`config.mk`:
```
export PLATFORM = sky130hd
export DESIGN_NAME = dw_alu
export DESIGN_NICKNAME = d
export VERILOG_FILES = /design/src/rtl/dw_alu_pkg.sv /design/src/rtl/dw_alu_ctrl.sv /design/src/rtl/dw_alu_dp.sv /design/src/rtl/dw_alu.sv
export SDC_FILE = /design/constraint.sdc
export NUM_CORES = 1
export LEC_CHECK = 0
export ABC_CLOCK_PERIOD_IN_PS = 800
export BUFFER_PORTS_ARGS = -buffer_cell sky130_fd_sc_hd__buf_2
export CORE_UTILIZATION = 50
export CTS_CLUSTER_DIAMETER = 60
export DETAILED_ROUTE_END_ITERATION = 10
export PLACE_DENSITY = 0.73
export SYNTH_ARGS = -nofsm -noshare
export SYNTH_HDL_FRONTEND = slang
export SYNTH_SLANG_ARGS = --single-unit
```
`constraint.sdc`:
```
create_clock -name clk -period 0.8 [get_ports clk]
set_clock_uncertainty 0.05 [all_clocks]
set_input_delay 0.16 -clock clk [delete_from_list [all_inputs] [get_ports clk]]
set_output_delay 0.16 -clock clk [all_outputs]
set_load 0.005 [all_outputs]
```
`src/rtl/dw_alu_pkg.sv`:
```
package dw_alu_pkg;

  localparam int OP_W = 5;

  // opcode values seen by the decoder
  localparam logic [OP_W-1:0] OP_ADD  = 5'd8;
  localparam logic [OP_W-1:0] OP_SUB  = 5'd9;
  localparam logic [OP_W-1:0] OP_AND  = 5'd10;
  localparam logic [OP_W-1:0] OP_OR   = 5'd11;
  localparam logic [OP_W-1:0] OP_SRL  = 5'd16;
  localparam logic [OP_W-1:0] OP_SLL  = 5'd17;
  localparam logic [OP_W-1:0] OP_XOR  = 5'd18;
  localparam logic [OP_W-1:0] OP_NOT  = 5'd19;
  localparam logic [OP_W-1:0] OP_MOV  = 5'd20;
  localparam logic [OP_W-1:0] OP_MOVB = 5'd21;
  localparam logic [OP_W-1:0] OP_MOVA = 5'd22;
  localparam logic [OP_W-1:0] OP_HIGH = 5'd23;
  localparam logic [OP_W-1:0] OP_ADDI = 5'd24;
  localparam logic [OP_W-1:0] OP_SUBI = 5'd25;
  localparam logic [OP_W-1:0] OP_ANDI = 5'd26;
  localparam logic [OP_W-1:0] OP_ORI  = 5'd27;

  typedef enum logic [3:0] {
    FN_NONE,
    FN_ADD,
    FN_SUB,
    FN_AND,
    FN_OR,
    FN_XOR,
    FN_SRL,
    FN_SLL,
    FN_NOT,
    FN_PASSB,
    FN_HIGH
  } aluFn_e;

  // strobes from decode to datapath
  typedef struct packed {
    aluFn_e fn;
    logic   useImm;
    logic   writeEn;
    logic   narrow;
  } aluCtrl_t;

endpackage

```
`src/rtl/dw_alu_ctrl.sv`:
```
module dw_alu_ctrl
  import dw_alu_pkg::*;
(
  input  logic [OP_W-1:0] opcode,
  input  logic            narrow,
  output aluCtrl_t        ctrl
);

  aluFn_e fnSel;
  logic   immSel;

  always_comb begin
    fnSel  = FN_NONE;
    immSel = 1'b0;
    unique case (opcode)
      OP_ADD:  fnSel = FN_ADD;
      OP_SUB:  fnSel = FN_SUB;
      OP_AND:  fnSel = FN_AND;
      OP_OR:   fnSel = FN_OR;
      OP_XOR:  fnSel = FN_XOR;
      OP_SRL:  fnSel = FN_SRL;
      OP_SLL:  fnSel = FN_SLL;
      OP_NOT:  fnSel = FN_NOT;
      OP_MOV,
      OP_MOVB,
      OP_MOVA: fnSel = FN_PASSB;
      OP_HIGH: fnSel = FN_HIGH;
      OP_ADDI: begin fnSel = FN_ADD; immSel = 1'b1; end
      OP_SUBI: begin fnSel = FN_SUB; immSel = 1'b1; end
      OP_ANDI: begin fnSel = FN_AND; immSel = 1'b1; end
      OP_ORI:  begin fnSel = FN_OR;  immSel = 1'b1; end
      default: begin fnSel = FN_NONE; immSel = 1'b0; end
    endcase
  end

  always_comb begin
    ctrl.fn      = fnSel;
    ctrl.useImm  = immSel;
    ctrl.writeEn = (fnSel != FN_NONE);
    ctrl.narrow  = narrow;
  end

endmodule

```
`src/rtl/dw_alu_dp.sv`:
```
module dw_alu_dp
  import dw_alu_pkg::*;
#(
  parameter int              DATA_W    = 16,
  parameter int              NARROW_W  = 12,
  parameter int              IMM_W     = 4,
  parameter logic [DATA_W-1:0] HIGH_MASK = 16'h7000
) (
  input  aluCtrl_t          ctrl,
  input  logic [DATA_W-1:0] opA,
  input  logic [DATA_W-1:0] opB,
  input  logic [IMM_W-1:0]  immField,
  output logic [DATA_W-1:0] aluOut
);

  localparam int PAD_W = DATA_W - IMM_W;
  localparam logic [DATA_W-1:0] NARROW_MASK =
    {{(DATA_W-NARROW_W){1'b0}}, {NARROW_W{1'b1}}};

  logic [DATA_W-1:0] widthMask;
  logic [DATA_W-1:0] immExt;
  logic [DATA_W-1:0] srcA;
  logic [DATA_W-1:0] srcB;
  logic [DATA_W-1:0] rawOut;

  // operands are trimmed before the operation so narrow shifts bring in zeros
  always_comb begin
    widthMask = ctrl.narrow ? NARROW_MASK : {DATA_W{1'b1}};
    immExt    = {{PAD_W{1'b0}}, immField};
    srcA      = opA & widthMask;
    srcB      = (ctrl.useImm ? immExt : opB) & widthMask;
  end

  always_comb begin
    unique case (ctrl.fn)
      FN_ADD:   rawOut = srcA + srcB;
      FN_SUB:   rawOut = srcA - srcB;
      FN_AND:   rawOut = srcA & srcB;
      FN_OR:    rawOut = srcA | srcB;
      FN_XOR:   rawOut = srcA ^ srcB;
      FN_SRL:   rawOut = {1'b0, srcA[DATA_W-1:1]};
      FN_SLL:   rawOut = {srcA[DATA_W-2:0], 1'b0};
      FN_NOT:   rawOut = ~srcA;
      FN_PASSB: rawOut = srcB;
      FN_HIGH:  rawOut = srcA | HIGH_MASK;
      default:  rawOut = '0;
    endcase
  end

  assign aluOut = ctrl.writeEn ? (rawOut & widthMask) : '0;

endmodule

```
`src/rtl/dw_alu.sv`:
```
module dw_alu
  import dw_alu_pkg::*;
#(
  parameter int                DATA_W    = 16,
  parameter int                NARROW_W  = 12,
  parameter int                IMM_W     = 4,
  parameter logic [DATA_W-1:0] HIGH_MASK = 16'h7000,
  parameter bit                REG_OUT   = 1'b1
) (
  input  logic              clk,
  input  logic              rstN,
  input  logic [OP_W-1:0]   opcode,
  input  logic [DATA_W-1:0] opA,
  input  logic [DATA_W-1:0] opB,
  input  logic [IMM_W-1:0]  immField,
  input  logic              narrow,
  output logic [DATA_W-1:0] result,
  output logic              wrEn
);

  aluCtrl_t          ctrl;
  logic [DATA_W-1:0] aluOut;

  dw_alu_ctrl u_ctrl (
    .opcode (opcode),
    .narrow (narrow),
    .ctrl   (ctrl)
  );

  dw_alu_dp #(
    .DATA_W    (DATA_W),
    .NARROW_W  (NARROW_W),
    .IMM_W     (IMM_W),
    .HIGH_MASK (HIGH_MASK)
  ) u_dp (
    .ctrl     (ctrl),
    .opA      (opA),
    .opB      (opB),
    .immField (immField),
    .aluOut   (aluOut)
  );

  generate
    if (REG_OUT) begin : g_reg
      always_ff @(posedge clk or negedge rstN) begin
        if (!rstN) begin
          result <= '0;
          wrEn   <= 1'b0;
        end else begin
          result <= aluOut;
          wrEn   <= ctrl.writeEn;
        end
      end
    end else begin : g_comb
      assign result = aluOut;
      assign wrEn   = ctrl.writeEn;
    end
  endgenerate

endmodule

```
After elaboration in Yosys (flattened, before gate mapping)
Cells that the tools add are included.
- register bits: 17
- input port bits: 44
- output and inout port bits: 17
- word-level logic and storage cells: 50
- add/sub/neg operators: 2
- equality and inequality tests: 26
- mux-type cells: 6
- bitwise operators: 7
- reduce and logical (&&, ||, !) cells: 7
- operators by type and width (operator ; number):
    $pmux 16 s10 ; 1
    $and 16x16->16 ; 4
    $eq 5x5->1 const B ; 12
    $mux 16 ; 3
    $pmux 4 s10 ; 1
    $eq 5x4->1 const B ; 4
    $add 16x16->16 ; 1
    $eq 4x3->1 const B ; 4
    $not 16->16 ; 1
    $or 16x16->16 ; 1
    $sub 16x16->16 ; 1
    $xor 16x16->16 ; 1
    $eq 4x4->1 const B ; 3
    $eq 4x2->1 const B ; 2
    $reduce_or 2->1 ; 4
    $eq 4x1->1 const B ; 1
    $reduce_bool 4->1 ; 1
    $reduce_or 4->1 ; 1
    $reduce_or 3->1 ; 1
    $mux 1 ; 1

Depth between registers and ports, before layout
Gate-level depths: netlist of run 1.
- word-level depth: 9
- gate-level depth with buffers: 18
- mapped depth without buffers: 16

Hierarchy
Synthesis of run 1 repeated with hierarchy kept, for this count alone.
- cell total of the unflattened synthesis: 454
- area, all modules: 3479.6 µm²
- modules (own cells, without submodules) (module ; instances ; cells each ; area each (µm²) ; seq. area each (µm²)):
    dw_alu_dp ; 1 ; 415 ; 2907.8 ; 0.0
    dw_alu ; 1 ; 17 ; 425.4 ; 425.4
    dw_alu_ctrl ; 1 ; 22 ; 146.4 ; 0.0

Worst setup path before layout of run 1
OpenSTA, ideal clock, no wires.
- path type: input -> register
- start: input port opcode[2]
- end: register result[14]
- setup time: 0.129 ns
- arrival: 3.163 ns
- setup slack: -2.543 ns
- stages on the path: 18
- buffers on the path: 2
- cell sequence: buf_4 -> nand3b_1 -> clkbuf_1 -> nand2_1 -> nand2_1 -> inv_1 -> ha_1 -> nand2_1 -> nor2_2 -> a21oi_1 -> xnor2_1 -> ha_1 -> a41oi_1 -> o21ai_0 -> a2111oi_0 -> o21ai_0 -> mux2i_1 -> nand3_1
- word-level cells in the longest chain between the ends: 9
- elaborated cells on any way between the ends: 45
- classes of those cells: add/sub (2); eq/ne (26); mux (5); bitwise (5); reduce/logical (7)
- ends and longest elaborated chain (item ; line ; text):
    from (decl) ; dw_alu.sv:12 ; input logic [OP_W-1:0] opcode,
    $eq 5x5->1 ; dw_alu_ctrl.sv:15 ; unique case (opcode)
    $reduce_or 4->1 (no line) ; - ;
    $mux 1 ; dw_alu_ctrl.sv:15 ;
    $mux 16 ; dw_alu_dp.sv:31 ; srcB = (ctrl.useImm ? immExt : opB) & widthMask;
    $and 16x16->16 ; dw_alu_dp.sv:31 ;
    $sub 16x16->16 (tied with other cells) ; dw_alu_dp.sv:37 ; FN_SUB: rawOut = srcA - srcB;
    $pmux 16 s10 ; dw_alu_dp.sv:35 ; unique case (ctrl.fn)
    $and 16x16->16 ; dw_alu_dp.sv:50 ; assign aluOut = ctrl.writeEn ? (rawOut & widthMask) : '0;
    $mux 16 * ; dw_alu_dp.sv:50 ;
    net aluOut[14] ; dw_alu.sv:22 ; logic [DATA_W-1:0] aluOut;
    to (signal assigned) ; dw_alu.sv:50 ; result <= aluOut;
    to (decl) ; dw_alu.sv:17 ; output logic [DATA_W-1:0] result,
The timed path passes the listed nets; every way through them passes the cells marked *.

Final worst setup path of run 1
- start: input port opcode[2]
- end: register result[15]
Same word-level chain as after synthesis.

==> impl_metrics.json, run 1 <==
{
  "crit_path_max_fanout": 3,
  "initial_core_util": 0.520,
  "dpl.hpwl_um": 9540,
  "drt-total-wl_um": 13300,
  "route.detailed.drc": 0,
  "cp-end-kind": "flop",
  "clk_path_buf_depth": 2,
  "die_height_um": 83.3,
  "clk_root_buffer_cell": "sky130_fd_sc_hd__clkbuf_8",
  "synth_edf_count": 0,
  "dr.pass1.iters": 6,
  "p_total_mw": 5.23,
  "die_x_extent_um": 83.3,
  "gr-usage-all-layers": 0.361,
  "synth_warnings": 0,
  "largest_net_degree_at_the_start_of_global_routing": 37,
  "final_cell_mix": "sky130_fd_sc_hd__buf_4 (155), sky130_fd_sc_hd__buf_2 (59), sky130_fd_sc_hd__ha_1 (46), sky130_fd_sc_hd__nand2_1 (41), sky130_fd_sc_hd__inv_1 (37)",
  "timing.critical_path.from_type": "primary input",
  "diodes": 0,
  "timing.final.hold_violations": 0,
  "cts-buffers-inserted": 3,
  "synth_seq_area_share": 0.129,
  "clkTransAtPathRegs_ns": 0.08,
  "final_core_util": 0.833,
  "crit_slowest_cell": "sky130_fd_sc_hd__o211ai_1",
  "most_frequent_standard_cell_in_the_layout_excluding_fill_and_tap_cells": "sky130_fd_sc_hd__buf_4",
  "globalplace.congestion": 0.995,
  "multi_input_area_sq_um": 2930,
  "asyncSetResetFlopFracSynth": 1.00,
  "postRouteAntennaNets": 0,
  "fin_worst_hold_slack_ns": 0.293,
  "seq_area_sq_um": 425,
  "fin_area_sq_um": 5290,
  "worst_tran_pin_value_ns": 0.464,
  "number_of_antenna_violations_at_the_first_check_in_global_routing": 0,
  "timing.critical_path.required_ns": 0.90,
  "tritoncts": "built",
  "critical_path.max_stage_delay_ns": 0.41,
  "crit_chain": "buf_6 > and3b_2 > buf_6 > nand2_4 > nand2_4 > inv_4 > ha_4 > buf_4 > nor2_4 > xor2_2 > ha_4 > o21a_1 > o31a_1 > o211ai_1 > a31oi_1 > a32oi_1 > o31ai_1",
  "worst_slew_margin_rel": 0.687,
  "worst_ep_arrival_time_ns": 2.98,
  "worstHoldPathType": "primary input to async pin",
  "coreArea_sq_um": 6350,
  "run_status": "finished with violations",
  "dpl.cell_count": 709,
  "per_instance_average_area_after_synthesis_sq_um": 7.50,
  "failed_checks": "negative setup slack",
  "power_per_cell_area_nw_per_um2": 989,
  "maxClockFrequency_ghz": 0.347,
  "ys_types": 60,
  "via_count_of_the_first_global_routing_pass": 4270,
  "final.setup.worst_slack_ns": -2.08,
  "drv_slew": 0,
  "route.detailed.wl_per_inst_um": 18.4,
  "net_count_reported_at_finish": 743,
  "synth.net_count": 534,
  "final-instance-count-excl-fill": 725,
  "syn-instance-count": 440,
  "worst_ir_drop_vdd_mv": 0.890,
  "post-route-period-util": 3.60,
  "grt_setup_unrepaired": "true",
  "worst-setup-path-type": "primary input to flop",
  "yosys_register_bits": 17,
  "grt_pass1_wl_um": 20200,
  "number_of_input_and_output_port_buffers_inserted": 60,
  "layout_min_cycle_time_ns": 2.88,
  "drt-initial-drc-count": 374,
  "synth.cell_area_sq_um": 3300,
  "die_area_sq_um": 6930,
  "ios": 61,
  "areaGrowthSynthToFinish_pct": 60.2,
  "cts_htree_levels": 1,
  "synth-main-ff-cell": "sky130_fd_sc_hd__dfrtp_1",
  "drive_gt1_frac": 0.443,
  "site_row_count": 29,
  "filler_cell_count": 356,
  "grt_overflow_total": 0,
  "sinks_on_the_clock_net": 17,
  "num_vias": 4402,
  "timing.final.setup_violations": 34,
  "max_cap_viol_count": 0,
  "leakage_nw": 2.71,
  "detail_route.vias_per_cell": 6.07,
  "postPlaceCellArea_sq_um": 4870
}
[routing by layer]
layer | up-vias | share of wire | global-route usage
li1 | 2013 | - | -
met1 | 2026 | 0.39 | 0.444
met2 | 279 | 0.47 | 0.606
met3 | 84 | 0.080 | 0.0547
met4 | 0 | 0.059 | 0.190
met5 | - | 0 | 0
[cell usage after synthesis, types with 3 or more instances]
library cell | count | area share
sky130_fd_sc_hd__dfrtp_1 | 17 | 0.13
sky130_fd_sc_hd__o211ai_1 | 8 | 0.018
sky130_fd_sc_hd__o31ai_1 | 3 | 0.0068
sky130_fd_sc_hd__nor3_1 | 10 | 0.015
sky130_fd_sc_hd__o21a_1 | 3 | 0.0068
sky130_fd_sc_hd__nor4_1 | 3 | 0.0057
sky130_fd_sc_hd__o21ai_0 | 30 | 0.045
sky130_fd_sc_hd__inv_1 | 40 | 0.045
sky130_fd_sc_hd__nand4_1 | 3 | 0.0057
sky130_fd_sc_hd__o221ai_1 | 6 | 0.016
sky130_fd_sc_hd__xnor2_1 | 20 | 0.053
sky130_fd_sc_hd__a31oi_1 | 6 | 0.011
sky130_fd_sc_hd__a211o_1 | 3 | 0.0080
sky130_fd_sc_hd__o32ai_1 | 3 | 0.0080
sky130_fd_sc_hd__nand3b_1 | 4 | 0.0091
sky130_fd_sc_hd__o22ai_1 | 10 | 0.019
sky130_fd_sc_hd__nand3_1 | 6 | 0.0091
sky130_fd_sc_hd__buf_2 | 9 | 0.014
sky130_fd_sc_hd__xor2_1 | 13 | 0.034
sky130_fd_sc_hd__clkbuf_1 | 11 | 0.013
sky130_fd_sc_hd__nor2_1 | 23 | 0.026
sky130_fd_sc_hd__mux2i_1 | 15 | 0.045
sky130_fd_sc_hd__ha_1 | 49 | 0.19
sky130_fd_sc_hd__nand2b_1 | 9 | 0.017
sky130_fd_sc_hd__nor2b_1 | 4 | 0.0076
sky130_fd_sc_hd__or3_1 | 3 | 0.0057
sky130_fd_sc_hd__a21oi_1 | 35 | 0.053
sky130_fd_sc_hd__a221oi_1 | 7 | 0.019
sky130_fd_sc_hd__nand2_1 | 46 | 0.052
[logic make-up (layout without fill, tap and decap cells)]
| group | Yosys count | count (layout) | synth area share |
|---|---|---|---|
| compound gates | 136 | 136 | 0.269 |
| xor+xnor | 33 | 33 | 0.0875 |
| fa+ha+maj | 50 | 50 | 0.192 |
| buf+inv | 63 | 271 | 0.0773 |
| flops | 17 | 17 | 0.129 |
| mux | 17 | 17 | 0.0591 |
| simple gates | 124 | 124 | 0.186 |
[layout make-up]
type                       instances  share of cell area
sequential                        17              0.0804
inverter                          40              0.0288
tap                               77              0.0182
timing repair buffer             227               0.310
multi-input combinational        360               0.554
clock buffer                       4             0.00851
[worst max-delay path: cells and delay by family]
| kind | cells | cell delay [ns] |
|---|---|---|
| AND/OR/NAND/NOR | 4 | 0.52 |
| buffers and inverters | 4 | 0.41 |
| AO/OA/AOI/OAI | 6 | 1.23 |
| adder cells (fa/ha/maj) | 2 | 0.41 |
| XOR/XNOR | 1 | 0.22 |
[through the flow]
step | TNS, ns | worst slack, ns
2_1_floorplan | -29.11 | -2.18
3_3_place_gp | -31.85 | -2.25
3_5_place_dp | -32.78 | -2.36
4_1_cts | -28.52 | -1.90
5_1_grt | -32.45 | -2.17
6_report | -30.53 | -2.08
[state kept, by name, summed over array words and instances, names as in the netlist]
| signal | cells |
|---|---|
| result | 16 |
| wrEn | 1 |
[worst paths after layout]
check / start / end / slack [ns]
worst min-delay path: rstN / result[5]$_DFF_PN0_ / 0.29
worst max-delay path: opcode[2] / result[15]$_DFF_PN0_ / -2.08
min in group clk: opA[0] / result[1]$_DFF_PN0_ / 0.38
max in group asynchronous: rstN / result[13]$_DFF_PN0_ / 0.13
[power breakdown]
part / total (mW) / leakage (nW) / internal [mW] / switching, mW
Clock: 0.722 / 0.0228 / 0.356 / 0.366
Sequential: 0.962 / 0.224 / 0.946 / 0.0167
Combinational: 3.55 / 2.46 / 1.78 / 1.77
Total: 5.23 / 2.71 / 3.08 / 2.16
[what timing repair did]
item                                   4_1_cts  5_1_grt
setup buffers                                5        6
setup endpoints to repair                   34       34
resized for setup                           37       22
pin swaps                                   30       23
endpoints found under the hold margin       17        0
hold buffers                                 1        0
No activity file was read; power rests on OpenSTA's default activity.
==> run 2: changes to the inputs <==
- CTS_BUF_LIST: unset -> sky130_fd_sc_hd__clkbuf_4 sky130_fd_sc_hd__clkbuf_8
==> impl_metrics.json, run 2 (synthesized netlist as in run 1, its figures left out) <==
{
  "worst_ir_drop_vdd_mv": 0.877,
  "dr.pass1.iters": 5,
  "areaGrowthSynthToFinish_pct": 59.9,
  "largest_net_degree_at_the_start_of_global_routing": 37,
  "site_row_count": 29,
  "sinks_on_the_clock_net": 17,
  "clk_root_buffer_cell": "sky130_fd_sc_hd__clkbuf_8",
  "cts-buffers-inserted": 3,
  "grt_setup_unrepaired": "true",
  "failed_checks": "negative setup slack",
  "largest_registers": "result x16, wrEn x1",
  "tritoncts": "built",
  "initial_core_util": 0.520,
  "fin_setup_tns_ns": -30.36,
  "dpl.hpwl_um": 9540,
  "worst-setup-path-type": "primary input to flop",
  "coreArea_sq_um": 6350,
  "met2_wire_length_um": 6170,
  "ios": 61,
  "crit_path_max_fanout": 3,
  "route.detailed.drc": 0,
  "grt_pass1_wl_um": 20200,
  "worst_slew_margin_rel": 0.706,
  "die_area_sq_um": 6930,
  "detail_route.vias_per_cell": 6.05,
  "detailed_routing_wirelength_on_met1_um": 5270,
  "met3WireLength_um": 959,
  "net_count_reported_at_finish": 741,
  "post-route-period-util": 3.49,
  "globalplace.congestion": 0.995,
  "final-instance-count-excl-fill": 723,
  "critical_path.max_stage_delay_ns": 0.34,
  "worst_ep_arrival_time_ns": 2.89,
  "p_total_mw": 5.23,
  "num_vias": 4371,
  "max_cap_viol_count": 0,
  "timing.critical_path.required_ns": 0.89,
  "cts_htree_levels": 1,
  "gr-usage-all-layers": 0.362,
  "die_x_extent_um": 83.3,
  "diodes": 0,
  "drive_gt1_frac": 0.440,
  "die_height_um": 83.3,
  "grt_overflow_total": 0,
  "number_of_input_and_output_port_buffers_inserted": 60,
  "postRouteAntennaNets": 0,
  "worstHoldPathType": "primary input to async pin",
  "leakage_nw": 2.71,
  "maxClockFrequency_ghz": 0.358,
  "cp-startpoint": "opcode[2]",
  "clkTransAtPathRegs_ns": 0.08,
  "dpl.cell_count": 709,
  "timing.final.hold_violations": 0,
  "timing.final.setup_violations": 34,
  "top_layer_used": "met4",
  "route.detailed.wl_per_inst_um": 18.1,
  "clk_path_buf_depth": 2,
  "crit_chain": "buf_6 > and3b_2 > buf_6 > nand2_4 > nand2_4 > inv_4 > ha_4 > buf_4 > nor2_4 > xor2_1 > ha_1 > o21a_1 > o31a_1 > o211ai_1 > a31oi_1 > a32oi_1 > o31ai_1",
  "timing.critical_path.from_type": "primary input",
  "most_frequent_standard_cell_in_the_layout_excluding_fill_and_tap_cells": "sky130_fd_sc_hd__buf_4",
  "number_of_antenna_violations_at_the_first_check_in_global_routing": 0,
  "final_cell_mix": "sky130_fd_sc_hd__buf_4 (151), sky130_fd_sc_hd__buf_2 (59), sky130_fd_sc_hd__ha_1 (47), sky130_fd_sc_hd__nand2_1 (41), sky130_fd_sc_hd__inv_1 (37)",
  "drv_slew": 0,
  "cp-end-kind": "flop",
  "crit_slowest_cell": "sky130_fd_sc_hd__o211ai_1",
  "drt-initial-drc-count": 347,
  "power_per_cell_area_nw_per_um2": 990,
  "largest_register_ffs": 16,
  "run_status": "finished with violations",
  "final.setup.worst_slack_ns": -2.00,
  "layout_min_cycle_time_ns": 2.80,
  "via_count_of_the_first_global_routing_pass": 4265,
  "drt-total-wl_um": 13100,
  "worst_tran_pin_value_ns": 0.437,
  "regMostFlops": "result"
}
==> run 2: final timing paths <==
kind                                   endpoint  cells past startpoint
setup / recovery           result[15]$_DFF_PN0_                     17
max in group asynchronous  result[15]$_DFF_PN0_                      2
hold / removal              result[5]$_DFF_PN0_                      2
min in group clk            result[1]$_DFF_PN0_                      5
==> run 2: per-stage QoR <==
step | setup slack (ns) | cell area, sq um | util | hold WS (ns)
CTS | -1.90 | 5130 | 0.808 | 0.311
global route | -2.10 | 5280 | 0.832 | 0.339
finish | -2.00 | 5280 | 0.832 | 0.291
floorplan | -2.18 | 3410 | - | -0.186
detailed placement | -2.36 | 4870 | 0.768 | 0.0601
global placement | -2.25 | 4870 | 0.768 | 0.0556
==> run 2: critical path: cells and delay by family <==
| family | cells | cell delay (ns) |
|---|---|---|
| compound gates | 6 | 1.16 |
| buf+inv | 4 | 0.41 |
| simple gates | 4 | 0.51 |
| xor+xnor | 1 | 0.16 |
| fa+ha+maj | 2 | 0.46 |
==> run 2: area by class of cell <==
class / instances / area (sq um)
clock buffer: 4 / 48.8
fill: 365 / 1070
inverter: 40 / 153
sequential: 17 / 425
timing repair buffer: 225 / 1630
tap: 77 / 96.3
multi-input combinational: 360 / 2930
==> run 2: power by group <==
part           switching [mW]  internal (mW)  total (mW)
combinational            1.76           1.76        3.52
sequential             0.0166          0.946       0.963
clock                   0.353          0.390       0.743
==> run 2: repair_timing <==
| item | CTS | global route |
|---|---|---|
| hold buffers | 1 | 0 |
| resized for setup | 37 | 22 |
| pin swaps | 30 | 25 |
| setup buffers | 5 | 4 |
| endpoints found under the hold margin | 17 | 0 |
| endpoints found under the setup margin | 34 | 34 |
==> run 2: routing by layer <==
metal	GRT usage	vias to the layer above
met5	0	-
met4	0.185	0
met2	0.608	241
met1	0.445	2061
met3	0.0577	61
li1	-	2008
==> run 3: changes to the inputs <==
- CORE_UTILIZATION: 50 -> 59
- PLACE_DENSITY: 0.73 -> unset
- PLACE_DENSITY_LB_ADDON: unset -> 0.15
==> impl_metrics.json, run 3 <==
{
  "run_status": "aborted with a tool error",
  "last-stage-reached": "clock tree synthesis (4_1_cts)",
  "run.stop_error": "[ERROR DPL-0033] detailed placement checks failed during check placement.",
  "clk_path_buf_depth": 2,
  "initial_core_util": 0.630,
  "cts_htree_levels": 1,
  "globalplace.congestion": 1.09,
  "postCtsResizedCells": 52,
  "die_height_um": 76.8,
  "synth_most_common_cell": "sky130_fd_sc_hd__ha_1",
  "synth-main-ff-cell": "sky130_fd_sc_hd__dfrtp_1",
  "syn-instance-count": 440,
  "synth_warnings": 0,
  "synth.net_count": 534,
  "yosysTopAreaCellShare": 0.186,
  "synth.cell_area_sq_um": 3300,
  "synth_largest_area_cell": "sky130_fd_sc_hd__ha_1",
  "asyncSetResetFlopFracSynth": 1.00,
  "yosys_register_bits": 17,
  "synth_top_cells_by_count": "sky130_fd_sc_hd__ha_1 (49), sky130_fd_sc_hd__nand2_1 (46), sky130_fd_sc_hd__inv_1 (40), sky130_fd_sc_hd__a21oi_1 (35), sky130_fd_sc_hd__o21ai_0 (30)",
  "synth_seq_area_share": 0.129,
  "postCtsHoldBufs": 1,
  "per_instance_average_area_after_synthesis_sq_um": 7.50,
  "dpl.hpwl_um": 11000,
  "sinks_on_the_clock_net": 17,
  "pre_cts_slack_ns": -2.43,
  "clk_root_buffer_cell": "sky130_fd_sc_hd__clkbuf_8",
  "synth_edf_count": 0,
  "cts-buffers-inserted": 3,
  "die_x_extent_um": 76.8,
  "site_row_count": 26,
  "postCtsSetupRepairBufs": 12,
  "yosys-top-cells-area": "sky130_fd_sc_hd__ha_1 (19%), sky130_fd_sc_hd__dfrtp_1 (13%), sky130_fd_sc_hd__a21oi_1 (5.3%), sky130_fd_sc_hd__xnor2_1 (5.3%), sky130_fd_sc_hd__nand2_1 (5.2%)",
  "ys_types": 60,
  "ios": 61,
  "number_of_input_and_output_port_buffers_inserted": 60
}
-- run 3: cells by family after synthesis --
kind of cell | after synthesis | synth area share
buffers and inverters | 63 | 0.0773
adders and majority gates | 50 | 0.192
and+or+nand+nor | 124 | 0.186
xor gates and xnor gates | 33 | 0.0875
muxes | 17 | 0.0591
DFF | 17 | 0.129
AOI/OAI and AO/OA | 136 | 0.269
-- run 3: per-stage QoR --
step / setup TNS, ns / std cells / cell area (sq um)
3_5_place_dp: -33.37 / 696 / 4820
3_3_place_gp: -31.49 / 696 / 4820
2_1_floorplan: -29.11 / 440 / 3410
==> run 4: changes to the inputs <==
- CORE_UTILIZATION: 59 -> 40
- CTS_BUF_LIST: sky130_fd_sc_hd__clkbuf_4 sky130_fd_sc_hd__clkbuf_8 -> unset
- CTS_CLUSTER_DIAMETER: 60 -> unset
==> impl_metrics.json, run 4 (synthesized netlist as in run 1, its figures left out) <==
{
  "sinks_on_the_clock_net": 17,
  "largest_net_degree_at_the_start_of_global_routing": 37,
  "failed_checks": "negative setup slack",
  "timing.critical_path.from_type": "primary input",
  "worst_ep_arrival_time_ns": 2.84,
  "timing.critical_path.required_ns": 0.89,
  "die_height_um": 92.9,
  "clkTransAtPathRegs_ns": 0.09,
  "grt_setup_unrepaired": "true",
  "net_count_reported_at_finish": 747,
  "drt-initial-drc-count": 254,
  "detailed_routing_wirelength_on_met1_um": 5660,
  "p_sw_mw": 2.21,
  "most_frequent_standard_cell_in_the_layout_excluding_fill_and_tap_cells": "sky130_fd_sc_hd__buf_4",
  "route.detailed.drc": 0,
  "netSwitchingFraction": 0.412,
  "leakage_nw": 2.77,
  "diodes": 0,
  "power_frac_comb": 0.683,
  "areaGrowthSynthToFinish_pct": 65.3,
  "largest_register_ffs": 16,
  "number_of_antenna_violations_at_the_first_check_in_global_routing": 0,
  "via_count_of_the_first_global_routing_pass": 4250,
  "drv_slew": 0,
  "fin_worst_hold_slack_ns": 0.294,
  "met2_wire_length_um": 6410,
  "dpl.hpwl_um": 10100,
  "crit_path_max_fanout": 4,
  "final.setup.worst_slack_ns": -1.95,
  "globalplace.congestion": 1.01,
  "maxClockFrequency_ghz": 0.363,
  "run_status": "finished with violations",
  "power.share.sequential": 0.180,
  "layout_min_cycle_time_ns": 2.75,
  "clk_root_buffer_cell": "sky130_fd_sc_hd__clkbuf_8",
  "site_row_count": 32,
  "num_vias": 4285,
  "number_of_input_and_output_port_buffers_inserted": 60,
  "cts_htree_levels": 1,
  "post-route-period-util": 3.44,
  "internal_power_mw": 3.15,
  "worst_slew_margin_rel": 0.684,
  "dr.pass1.iters": 6,
  "die_area_sq_um": 8620,
  "p_total_mw": 5.35,
  "tritoncts": "built",
  "die_x_extent_um": 92.9,
  "power_per_cell_area_nw_per_um2": 981,
  "max_cap_viol_count": 0,
  "timing.final.hold_violations": 0,
  "cts-buffers-inserted": 3,
  "worst-setup-path-type": "primary input to flop",
  "route.detailed.wl_per_inst_um": 17.7,
  "timing.final.setup_violations": 33,
  "cp-end-kind": "flop",
  "worst_tran_pin_value_ns": 0.468,
  "postRouteAntennaNets": 0,
  "ios": 61,
  "drt-total-wl_um": 13300,
  "detail_route.vias_per_cell": 5.68,
  "clock_power_share": 0.137,
  "regMostFlops": "result",
  "initial_core_util": 0.421,
  "final_cell_mix": "sky130_fd_sc_hd__buf_4 (153), sky130_fd_sc_hd__buf_2 (59), sky130_fd_sc_hd__ha_1 (46), sky130_fd_sc_hd__nand2_1 (40), sky130_fd_sc_hd__inv_1 (37)",
  "worstHoldPathType": "primary input to async pin",
  "largest_registers": "result x16, wrEn x1",
  "met3WireLength_um": 825,
  "drive_gt1_frac": 0.465,
  "grt_pass1_wl_um": 20800,
  "clk_path_buf_depth": 2,
  "coreArea_sq_um": 7850,
  "worst_ir_drop_vdd_mv": 0.490,
  "gr-usage-all-layers": 0.312,
  "top_layer_used": "met4",
  "grt_overflow_total": 0
}
==> run 4: worst paths after layout <==
check                           from                    to  slack, ns  cells past startpoint
max in group asynchronous       rstN   result[0]$_DFF_PN0_       0.27                      3
min in group clk           opcode[4]        wrEn$_DFF_PN0_       0.38                      5
max                        opcode[2]  result[14]$_DFF_PN0_      -1.95                     15
min                             rstN  result[10]$_DFF_PN0_       0.29                      3
==> run 4: final cells by class <==
| cell class | count | area (sq um) |
|---|---|---|
| Clock buffer | 4 | 45.0 |
| Fill cell | 678 | 2390 |
| Inverter | 40 | 150 |
| Multi-Input combinational cell | 360 | 3010 |
| Sequential cell | 17 | 425 |
| Tap cell | 102 | 128 |
| Timing Repair Buffer | 231 | 1700 |
==> run 4: timing repair <==
action | 4_1_cts | 5_1_grt
hold endpoints to repair | 17 | 0
buffers inserted | 7 | 9
pin swaps | 37 | 25
endpoints found under the setup margin | 34 | 34
resized for setup | 50 | 28
hold buffers | 1 | 0
==> run 4: per-stage QoR <==
stage | util | area, sq um | worst slack, ns | cells | TNS (ns)
floorplan | - | 3410 | -2.18 | 440 | -29.11
global route | 0.695 | 5460 | -2.06 | 754 | -32.23
global placement | 0.628 | 4930 | -2.27 | 735 | -31.87
CTS | 0.671 | 5260 | -1.93 | 747 | -29.82
detailed placement | 0.628 | 4930 | -2.32 | 735 | -32.95
finish | 0.695 | 5460 | -1.95 | 754 | -30.10
==> run 4: layer usage <==
metal / global-route usage / vias to the layer above
met3: 0.0271 / 41
met4: 0.126 / 0
li1: - / 2028
met5: 0 / -
met1: 0.401 / 2039
met2: 0.533 / 177
==> run 4: power by group through the flow <==
stage / clock [mW] / combinational (mW) / sequential [mW]
floorplan: 0 / 1.57 / 1.00
global placement: 0 / 2.96 / 0.980
detailed placement: 0 / 3.04 / 0.983
CTS: 0.749 / 3.38 / 0.966
global route: 0.771 / 3.95 / 0.973
finish: 0.731 / 3.66 / 0.963
==> run 4: critical path, stage by stage <==
cell and delay, ns:
sky130_fd_sc_hd__buf_8 0.10, sky130_fd_sc_hd__and3b_2 0.30, sky130_fd_sc_hd__mux2i_4 0.28, sky130_fd_sc_hd__ha_4 0.17
sky130_fd_sc_hd__nand2_4 0.06, sky130_fd_sc_hd__nor2_4 0.15, sky130_fd_sc_hd__a21oi_2 0.09, sky130_fd_sc_hd__xnor2_1 0.13
sky130_fd_sc_hd__ha_1 0.30, sky130_fd_sc_hd__a41oi_2 0.24, sky130_fd_sc_hd__o21ai_2 0.12, sky130_fd_sc_hd__a2111oi_2 0.33
sky130_fd_sc_hd__o21ai_1 0.14, sky130_fd_sc_hd__mux2i_1 0.17, sky130_fd_sc_hd__nand3_1 0.09
